$ cat src/rtl/nfs_pkg.sv
// Package: types shared by the neuron frame sequencer modules.
package nfs_pkg;
    // Sequencer state: waiting for clear-to-start, or evaluation running.
    typedef enum logic {
        ST_WAIT = 1'b0,
        ST_BUSY = 1'b1
    } seq_state_t;
endpackage

$ cat src/rtl/cts_sync_edge.sv
// Module: cts_sync_edge
// Brings the asynchronous clear-to-start into the clock domain through a
// chain of STAGES flops. Gives the synchronized level, plus a one-cycle
// falling-edge strobe found as "registered high, current low".
// Assumes: STAGES >= 2; the input holds each level for longer than a cycle.
module cts_sync_edge #(
    parameter int STAGES = 2
) (
    input  logic clk,
    input  logic rst_n,
    input  logic async_i,
    output logic level_o,
    output logic fall_o
);
    logic [STAGES-1:0] chain;
    logic              level_q;

    // Shift the async input through the synchronizer chain.
    always_ff @(posedge clk) begin
        if (!rst_n) chain <= '0;
        else        chain <= {chain[STAGES-2:0], async_i};
    end

    // Keep the previous synchronized level for edge detection.
    always_ff @(posedge clk) begin
        if (!rst_n) level_q <= 1'b0;
        else        level_q <= chain[STAGES-1];
    end

    // Expose the level and the falling-edge strobe.
    always_comb begin
        level_o = chain[STAGES-1];
        fall_o  = level_q & ~chain[STAGES-1];
    end
endmodule

$ cat src/rtl/seq_ctrl.sv
// Module: seq_ctrl
// Evaluation sequencer. Waits for synchronized clear-to-start, starts the
// evaluation at the current index, holds the ready line low until the done
// pulse, then releases it, latches the result bit and advances the index
// (wrapping at N_EVAL). Remembers the completed index until the next
// clear-to-start falling edge captures the serial inputs for it.
// Assumes: an evaluation takes at least STAGES+1 cycles, so the line's low
// level reaches the synchronizer before release.
module seq_ctrl
    import nfs_pkg::*;
#(
    parameter int N_EVAL = 256,
    parameter int IDX_W  = 8
) (
    input  logic             clk,
    input  logic             rst_n,
    input  logic             cts_level_i,
    input  logic             cts_fall_i,
    input  logic             done_i,
    input  logic             bit_i,
    output logic             pull_o,
    output logic             start_o,
    output logic             sof_o,
    output logic             sout_o,
    output logic [IDX_W-1:0] idx_o,
    output logic             cap_we_o,
    output logic [IDX_W-1:0] cap_addr_o
);
    localparam logic [IDX_W-1:0] LAST_IDX = IDX_W'(N_EVAL - 1);

    seq_state_t state;
    logic       pending;

    // Main sequencing: start on clear-to-start, finish on done.
    always_ff @(posedge clk) begin
        if (!rst_n) begin
            state      <= ST_WAIT;
            idx_o      <= '0;
            start_o    <= 1'b0;
            sof_o      <= 1'b0;
            sout_o     <= 1'b0;
            cap_addr_o <= '0;
        end else begin
            start_o <= 1'b0;
            case (state)
                ST_WAIT: begin
                    if (cts_level_i) begin
                        state   <= ST_BUSY;
                        start_o <= 1'b1;
                        sof_o   <= (idx_o == '0);
                    end
                end
                ST_BUSY: begin
                    if (done_i) begin
                        state      <= ST_WAIT;
                        sof_o      <= 1'b0;
                        sout_o     <= bit_i;
                        cap_addr_o <= idx_o;
                        idx_o      <= (idx_o == LAST_IDX) ? '0 : idx_o + 1'b1;
                    end
                end
                default: state <= ST_WAIT;
            endcase
        end
    end

    // Track a completion whose serial inputs are not yet captured.
    always_ff @(posedge clk) begin
        if (!rst_n)                          pending <= 1'b0;
        else if (state == ST_BUSY && done_i) pending <= 1'b1;
        else if (cts_fall_i)                 pending <= 1'b0;
    end

    // Ready-line enable follows the busy state; capture on a pending fall.
    always_comb begin
        pull_o   = (state == ST_BUSY);
        cap_we_o = cts_fall_i & pending;
    end
endmodule

$ cat src/rtl/bit_store.sv
// Module: bit_store
// DEPTH x 1 bit memory with one synchronous write port and one
// combinational read port. Contents are not reset.
// Assumes: waddr and raddr are below DEPTH.
module bit_store #(
    parameter int DEPTH = 256,
    parameter int AW    = 8
) (
    input  logic          clk,
    input  logic          we_i,
    input  logic [AW-1:0] waddr_i,
    input  logic          wdata_i,
    input  logic [AW-1:0] raddr_i,
    output logic          rdata_o
);
    logic mem [DEPTH];

    // Write the captured bit.
    always_ff @(posedge clk) begin
        if (we_i) mem[waddr_i] <= wdata_i;
    end

    // Combinational read.
    always_comb rdata_o = mem[raddr_i];
endmodule

$ cat src/rtl/neuron_frame_seq.sv
// Module: neuron_frame_seq (top)
// Sequences N_EVAL neuron evaluations per frame under a wired-AND ready /
// clear-to-start handshake with peer chips. Drives the start-of-frame flag
// and serial output bit, and captures N_NBR neighbour inputs plus one
// external input into per-input bit memories on clear-to-start falling edges.
// Assumes: evaluation time of at least SYNC_STAGES+1 cycles.
module neuron_frame_seq #(
    parameter int N_EVAL      = 256,
    parameter int N_NBR       = 4,
    parameter int SYNC_STAGES = 2,
    localparam int IDX_W      = $clog2(N_EVAL),
    localparam int N_IN       = N_NBR + 1
) (
    input  logic             clk,
    input  logic             rst_n,
    input  logic             cts_i,
    input  logic             eval_done_i,
    input  logic             eval_bit_i,
    input  logic [N_NBR-1:0] nbr_i,
    input  logic             ext_i,
    input  logic [IDX_W-1:0] rd_addr_i,
    output logic             rdy_pull_o,
    output logic             eval_start_o,
    output logic [IDX_W-1:0] eval_idx_o,
    output logic             sof_o,
    output logic             sout_o,
    output logic [N_IN-1:0]  rd_data_o
);
    logic             cts_level;
    logic             cts_fall;
    logic             cap_we;
    logic [IDX_W-1:0] cap_addr;
    logic [N_IN-1:0]  cap_bits;

    // Gather the serial inputs: neighbours low, external on top.
    always_comb cap_bits = {ext_i, nbr_i};

    cts_sync_edge #(.STAGES(SYNC_STAGES)) sync_i (
        .clk     (clk),
        .rst_n   (rst_n),
        .async_i (cts_i),
        .level_o (cts_level),
        .fall_o  (cts_fall)
    );

    seq_ctrl #(.N_EVAL(N_EVAL), .IDX_W(IDX_W)) ctrl_i (
        .clk         (clk),
        .rst_n       (rst_n),
        .cts_level_i (cts_level),
        .cts_fall_i  (cts_fall),
        .done_i      (eval_done_i),
        .bit_i       (eval_bit_i),
        .pull_o      (rdy_pull_o),
        .start_o     (eval_start_o),
        .sof_o       (sof_o),
        .sout_o      (sout_o),
        .idx_o       (eval_idx_o),
        .cap_we_o    (cap_we),
        .cap_addr_o  (cap_addr)
    );

    for (genvar g = 0; g < N_IN; g++) begin : g_store
        bit_store #(.DEPTH(N_EVAL), .AW(IDX_W)) store_i (
            .clk     (clk),
            .we_i    (cap_we),
            .waddr_i (cap_addr),
            .wdata_i (cap_bits[g]),
            .raddr_i (rd_addr_i),
            .rdata_o (rd_data_o[g])
        );
    end
endmodule

$ cat config.mk
export PLATFORM = sky130hd
export DESIGN_NAME = neuron_frame_seq
export DESIGN_NICKNAME = d
export VERILOG_FILES = /design/src/rtl/nfs_pkg.sv /design/src/rtl/cts_sync_edge.sv /design/src/rtl/seq_ctrl.sv /design/src/rtl/bit_store.sv /design/src/rtl/neuron_frame_seq.sv
export SDC_FILE = /design/constraint.sdc
export NUM_CORES = 1
export LEC_CHECK = 0
export ABC_AREA = 1
export BUFFER_PORTS_ARGS = -buffer_cell sky130_fd_sc_hd__buf_2
export CORE_MARGIN = 1.5
export CORE_UTILIZATION = 46
export CTS_CLUSTER_SIZE = 16
export DETAILED_ROUTE_END_ITERATION = 10
export PLACE_DENSITY = 0.6
export SLEW_MARGIN = 20
export SYNTH_ARGS = -nofsm -noshare
export SYNTH_HDL_FRONTEND = slang
export SYNTH_SLANG_ARGS = --single-unit
$ cat constraint.sdc
create_clock -name clk -period 4 [get_ports clk]
set_input_delay 0.8 -clock clk [delete_from_list [all_inputs] [get_ports clk]]
set_output_delay 0.8 -clock clk [all_outputs]
set_load 0.03 [all_outputs]
-- Yosys cells after proc, flatten, opt, wreduce, memory -nomap -nowiden
Memories as Yosys holds them, arrays and structs flattened.
Cells that the tools add are included.
- add/sub/neg operators: 1
- $mul: 0
- divide/modulo/power cells: 0
- $lt $le $gt $ge: 0
- equality and inequality tests: 3
- shifts and indexed selects: 0
- multiplexer cells: 11
- bitwise gates (word level): 5
- reduce and logical (&&, ||, !) cells: 6
- operator list (operator ; count):
    $add 8x1->8 const B ; 1
    $eq 8x8->1 const B ; 1
    $logic_not 8->1 ; 1
    $mux 1 ; 8
    $mux 8 ; 1
    $ne 2x2->1 const B ; 2
    $pmux 1 s2 ; 2
    $reduce_and 2->1 ; 2
    $not 1->1 ; 3
    $and 1x1->1 ; 2
    $reduce_bool 2->1 ; 1
    $reduce_or 2->1 ; 1
    $logic_and 1x1->1 ; 1
- flip-flop bits (word level): 24
- latch bits: 0
- memory bits (writable): 1280
- bits in read-only memories: 0
- bits of input ports: 18
- logic and storage cells: 40
- memories kept: 5
- memory list (name ; words ; bits a word ; read ports ; clocked after Yosys merged registers in ; write ports ; line ; text):
    g_store[0].store_i.mem ; 256 ; 1 ; 1 ; 0 ; 1 ; bit_store.sv:16 ; logic mem [DEPTH];
    g_store[1].store_i.mem ; 256 ; 1 ; 1 ; 0 ; 1 ; bit_store.sv:16 ;
    g_store[2].store_i.mem ; 256 ; 1 ; 1 ; 0 ; 1 ; bit_store.sv:16 ;
    g_store[3].store_i.mem ; 256 ; 1 ; 1 ; 0 ; 1 ; bit_store.sv:16 ;
    g_store[4].store_i.mem ; 256 ; 1 ; 1 ; 0 ; 1 ; bit_store.sv:16 ;

-- Depth between registers and ports, before layout
- word-level depth: 5
- depth in mapped cells: 14
- depth with buffers taken out: 11

-- Cells and area by module
A second synthesis with hierarchy kept.
- cells, all modules: 6049
- area, all modules: 59469.5 um^2
- modules (own cells, without submodules) (module ; times used ; cells an instance ; area each (um^2) ; sequential area each (um^2)):
    bit_store ; 5 ; 1183 ; 11697.5 ; 7687.4
    seq_ctrl ; 1 ; 123 ; 892.1 ; 420.4
    cts_sync_edge ; 1 ; 11 ; 90.1 ; 60.1

-- Least setup slack after synthesis
Ideal clock, no wire load.
- path kind: input -> output
- start point: input port rd_addr_i[2]
- end point: output port rd_data_o[0]
- arrival time: 2.116 ns
- data required time: 3.200 ns
- path slack: 1.084 ns
- stages on the path: 13
- buffers on the path: 4
- cells stage by stage: buf_2 > inv_2 > buf_2 > clkbuf_1 > nand3_1 > nand3_1 > nand3_1 > nand2_1 > nand2_1 > nand3_1 > nand3_1 > nand2_1 > buf_4
- cells in the longest elaborated chain, start to end: 1
- RTL lines (item ; line ; text):
    start, declared ; neuron_frame_seq.sv:21 ; input logic [IDX_W-1:0] rd_addr_i,
    $mem_v2 256x1 ; -- ;
    end, declared ; neuron_frame_seq.sv:27 ; output logic [N_IN-1:0] rd_data_o
Every way passes these cells.

-- Worst setup path after layout
- start point: input port rd_addr_i[1]
- end point: output port rd_data_o[3]
The elaborated chain is that of the path after synthesis.

==> out/qor.yml <==
pwr:
  p_switching_w: 0.00629
  vdd_drop_max_mv: 0.405
  clockPowerShare_pct: 41.0
  pwr-share-comb_pct: 6.1
  leakagePower_nw: 20.9
  internal_power_w: 0.0221
  switching_share_pct: 22.2
  p_per_area_nw_per_um2: 471
  pwr-share-seq_pct: 52.9
finish:
  final_cell_area_um2: 60100
  drive_above_1_share_pct: 8.15
  final_util_pct: 52.4
  syn_to_final_growth_pct: 12.5
  finalNetCount: 4669
timing:
  post-route-min-period_ns: 3.91
  setup_ws_ns: 0.0898
  hold_viol: 0
  setup_viol: 0
  period_share_pct: 97.8
  fmax_mhz: 256
  holdWs_ns: 0.243
  drv_slew: 0
  skew_ns: 0.0257
  worst_pin_slew_ns: 1.10
  rsz0062_at_grt: "no"
  relSlewSlack_pct: 26.2
  setup_tns_ns: 0
synthesis:
  synth_area_um2: 53500
  syn_inst: 4624
  synth_fp_nets: 4644
  synth_cell_type_count: 23
  avgSynthCellArea_um2: 11.6
  ys_seq_area_share_pct: 72.8
  ys_ff_latch: 1304
  yosys_warnings: 0
grt:
  grt.total_usage_pct: 24.6
  antenna_found_initial: 3
  grt_pass1_vias: 34300
  grt_pass1_wl_mm: 215
  overflow: 0
  grt_max_degree: 120
routing:
  antenna_left: 0
  dr.pass1.iters: 5
  routed_wl_mm: 146
  drc_errors: 0
  drtIter0Drc: 3854
  route.vias.total: 35500
  wl_per_cell_um: 23.3
  avgViaCountPerCell: 5.66
clocking:
  cts_hold_buffers: 0
  cts_buffers: 135
  clkSinkCount: 1304
  clkLatencyLatePin_ns: 0.73
  htree_levels: 4
  clk_pin_slew_ns: 0.06
  post_cts_buffers: 0
  clock_path_buffers: 3
  post_cts_resized: 0
  clockRootBuffer: "clkbuf_16"
  cts_tree: "yes"
placed_design:
  port_buffers: 34
  placed_cell_area_um2: 56000
  hpwl_mm: 84.0
  pre_cts_ws_ns: 0.0681
  gp_congestion: 0.836
die:
  die_area_um2: 118000
  fp.dieW_um: 344
  start_util_pct: 46.6
  row_count: 124
  io_pins: 35
  fp.coreArea_um2: 115000
  die_height_um: 344
run_status:
  status: "finished, final reports clean"
worst_setup_path:
  crit-reg2reg-launch: "sync_i.chain[1]$_SDFF_PN0_"
  r2r_cells: 5
  r2r-end: "g_store[3].store_i.mem[20]$_DFFE_PP_"
  critPathKind: "primary input to primary output"
  startpoint_type: "primary input"
  end_kind: "primary output"
  path_max_fanout: 27
  critPathLaunch: "rd_addr_i[1]"
  worstPathArrival_ns: 3.11
  reg2reg_slack_ns: 1.07
  worstPathRequired_ns: 3.20
min_path:
  hp-start: "cts_i"
  hold_class: "primary input to flip-flop"
  whs_path_depth: 3
  hold_end: "sync_i.chain[0]$_SDFF_PN0_"
run:
  drv_cap: 0
==> worst max path at each step <==
stage	cells past startpoint	end
6_report	14	rd_data_o[3]
5_1_grt	14	rd_data_o[3]
4_1_cts	13	rd_data_o[2]
3_5_place_dp	13	rd_data_o[2]
3_3_place_gp	13	rd_data_o[2]
2_1_floorplan	13	rd_data_o[0]
==> stage by stage <==
step,std cells,total power [W]
finish,6262,0.0283
global route,6260,0.0291
CTS,6256,0.0284
detailed placement,6021,0.0170
global placement,6021,0.0170
floorplan,4624,0.0162
==> state kept, by name (all words and copies together), names as in the netlist <==
register	flops
ctrl_i.cap_addr_o	8
ctrl_i.idx_o	8
ctrl_i.pending	1
ctrl_i.pull_o	1
ctrl_i.sof_o	1
ctrl_i.sout_o	1
ctrl_i.start_o	1
g_store.store_i.mem	1280
sync_i.chain	2
sync_i.level_q	1
==> metal layers <==
metal,GRT usage [%],wire (um),vias up
met3,4.85,12300,288
met2,39.0,67800,1530
met4,10.2,5830,0
met1,33.4,59800,17300
li1,-,-,16400
met5,0,0,-
==> logic make-up (layout without fill, tap and decap cells) <==
kind of cell,Yosys count,in the layout,synth area share [%]
flops,1304,1304,72.8
fa+ha+maj,2,2,0.0468
other cells,0,3,0
compound gates,16,16,0.164
buf+inv,355,478,3.28
xor+xnor,2,2,0.0328
simple gates,2945,2945,23.7
==> layout make-up <==
class	count	area, um^2
multi-input cells	2965	12800
clock inverters	59	359
flip-flops and latches	1304	38900
inverters	38	169
well taps	1512	1890
fillers	9813	54700
clock buffers	176	3640
repair buffers	205	2300
diodes	3	7.51
==> cells in the final DEF, fill, tap and decap left out, drive strengths merged, types with 5 or more instances in the layout <==
cell,netlist,routed
nor3,9,9
dfxtp,24,24
buf,247,202
nor2,275,275
edfxtp,1280,1280
nand4,5,5
clkinv,1,52
o21ai,7,7
inv,37,36
nand3,1248,1248
nand2,1403,1403
clkbuf,70,179
clkinvlp,0,6
o22ai,6,6
==> cell usage after synthesis <==
| cell type | count | area [um^2] |
|---|---|---|
| a21oi_1 | 3 | 15.0 |
| buf_1 | 18 | 67.6 |
| buf_2 | 177 | 886 |
| buf_4 | 51 | 383 |
| buf_6 | 1 | 11.3 |
| clkbuf_1 | 70 | 263 |
| clkinv_1 | 1 | 3.75 |
| dfxtp_1 | 24 | 480 |
| edfxtp_1 | 1280 | 38400 |
| ha_1 | 2 | 25.0 |
| inv_1 | 33 | 124 |
| inv_2 | 4 | 15.0 |
| nand2_1 | 1403 | 5270 |
| nand3_1 | 1248 | 6250 |
| nand4_1 | 5 | 31.3 |
| nor2_1 | 274 | 1030 |
| nor2_2 | 1 | 6.26 |
| nor3_1 | 9 | 45.0 |
| nor3b_1 | 2 | 15.0 |
| nor4_1 | 3 | 18.8 |
| o21ai_0 | 7 | 35.0 |
| o22ai_1 | 6 | 37.5 |
| xor2_1 | 2 | 17.5 |
==> critical path, stage by stage <==
cell     delay (ns)
buf_8          0.13
inv_8          0.26
buf_12         0.22
buf_4          0.18
nand3_1        0.10
nand3_1        0.07
nand3_1        0.19
nand3_1        0.14
nand2_1        0.06
nand2_1        0.06
nand3_1        0.25
nand3_1        0.22
nand2_1        0.18
buf_2          0.23
==> power by group through the flow <==
stage	registers (W)	logic (W)	clock network, W
2_1_floorplan	0.0153	0.000919	0
3_3_place_gp	0.0153	0.00168	0
3_5_place_dp	0.0153	0.00169	0
4_1_cts	0.0150	0.00169	0.0118
5_1_grt	0.0150	0.00186	0.0123
6_report	0.0150	0.00172	0.0116
Note: power is estimated with default switching activity, not from simulation.
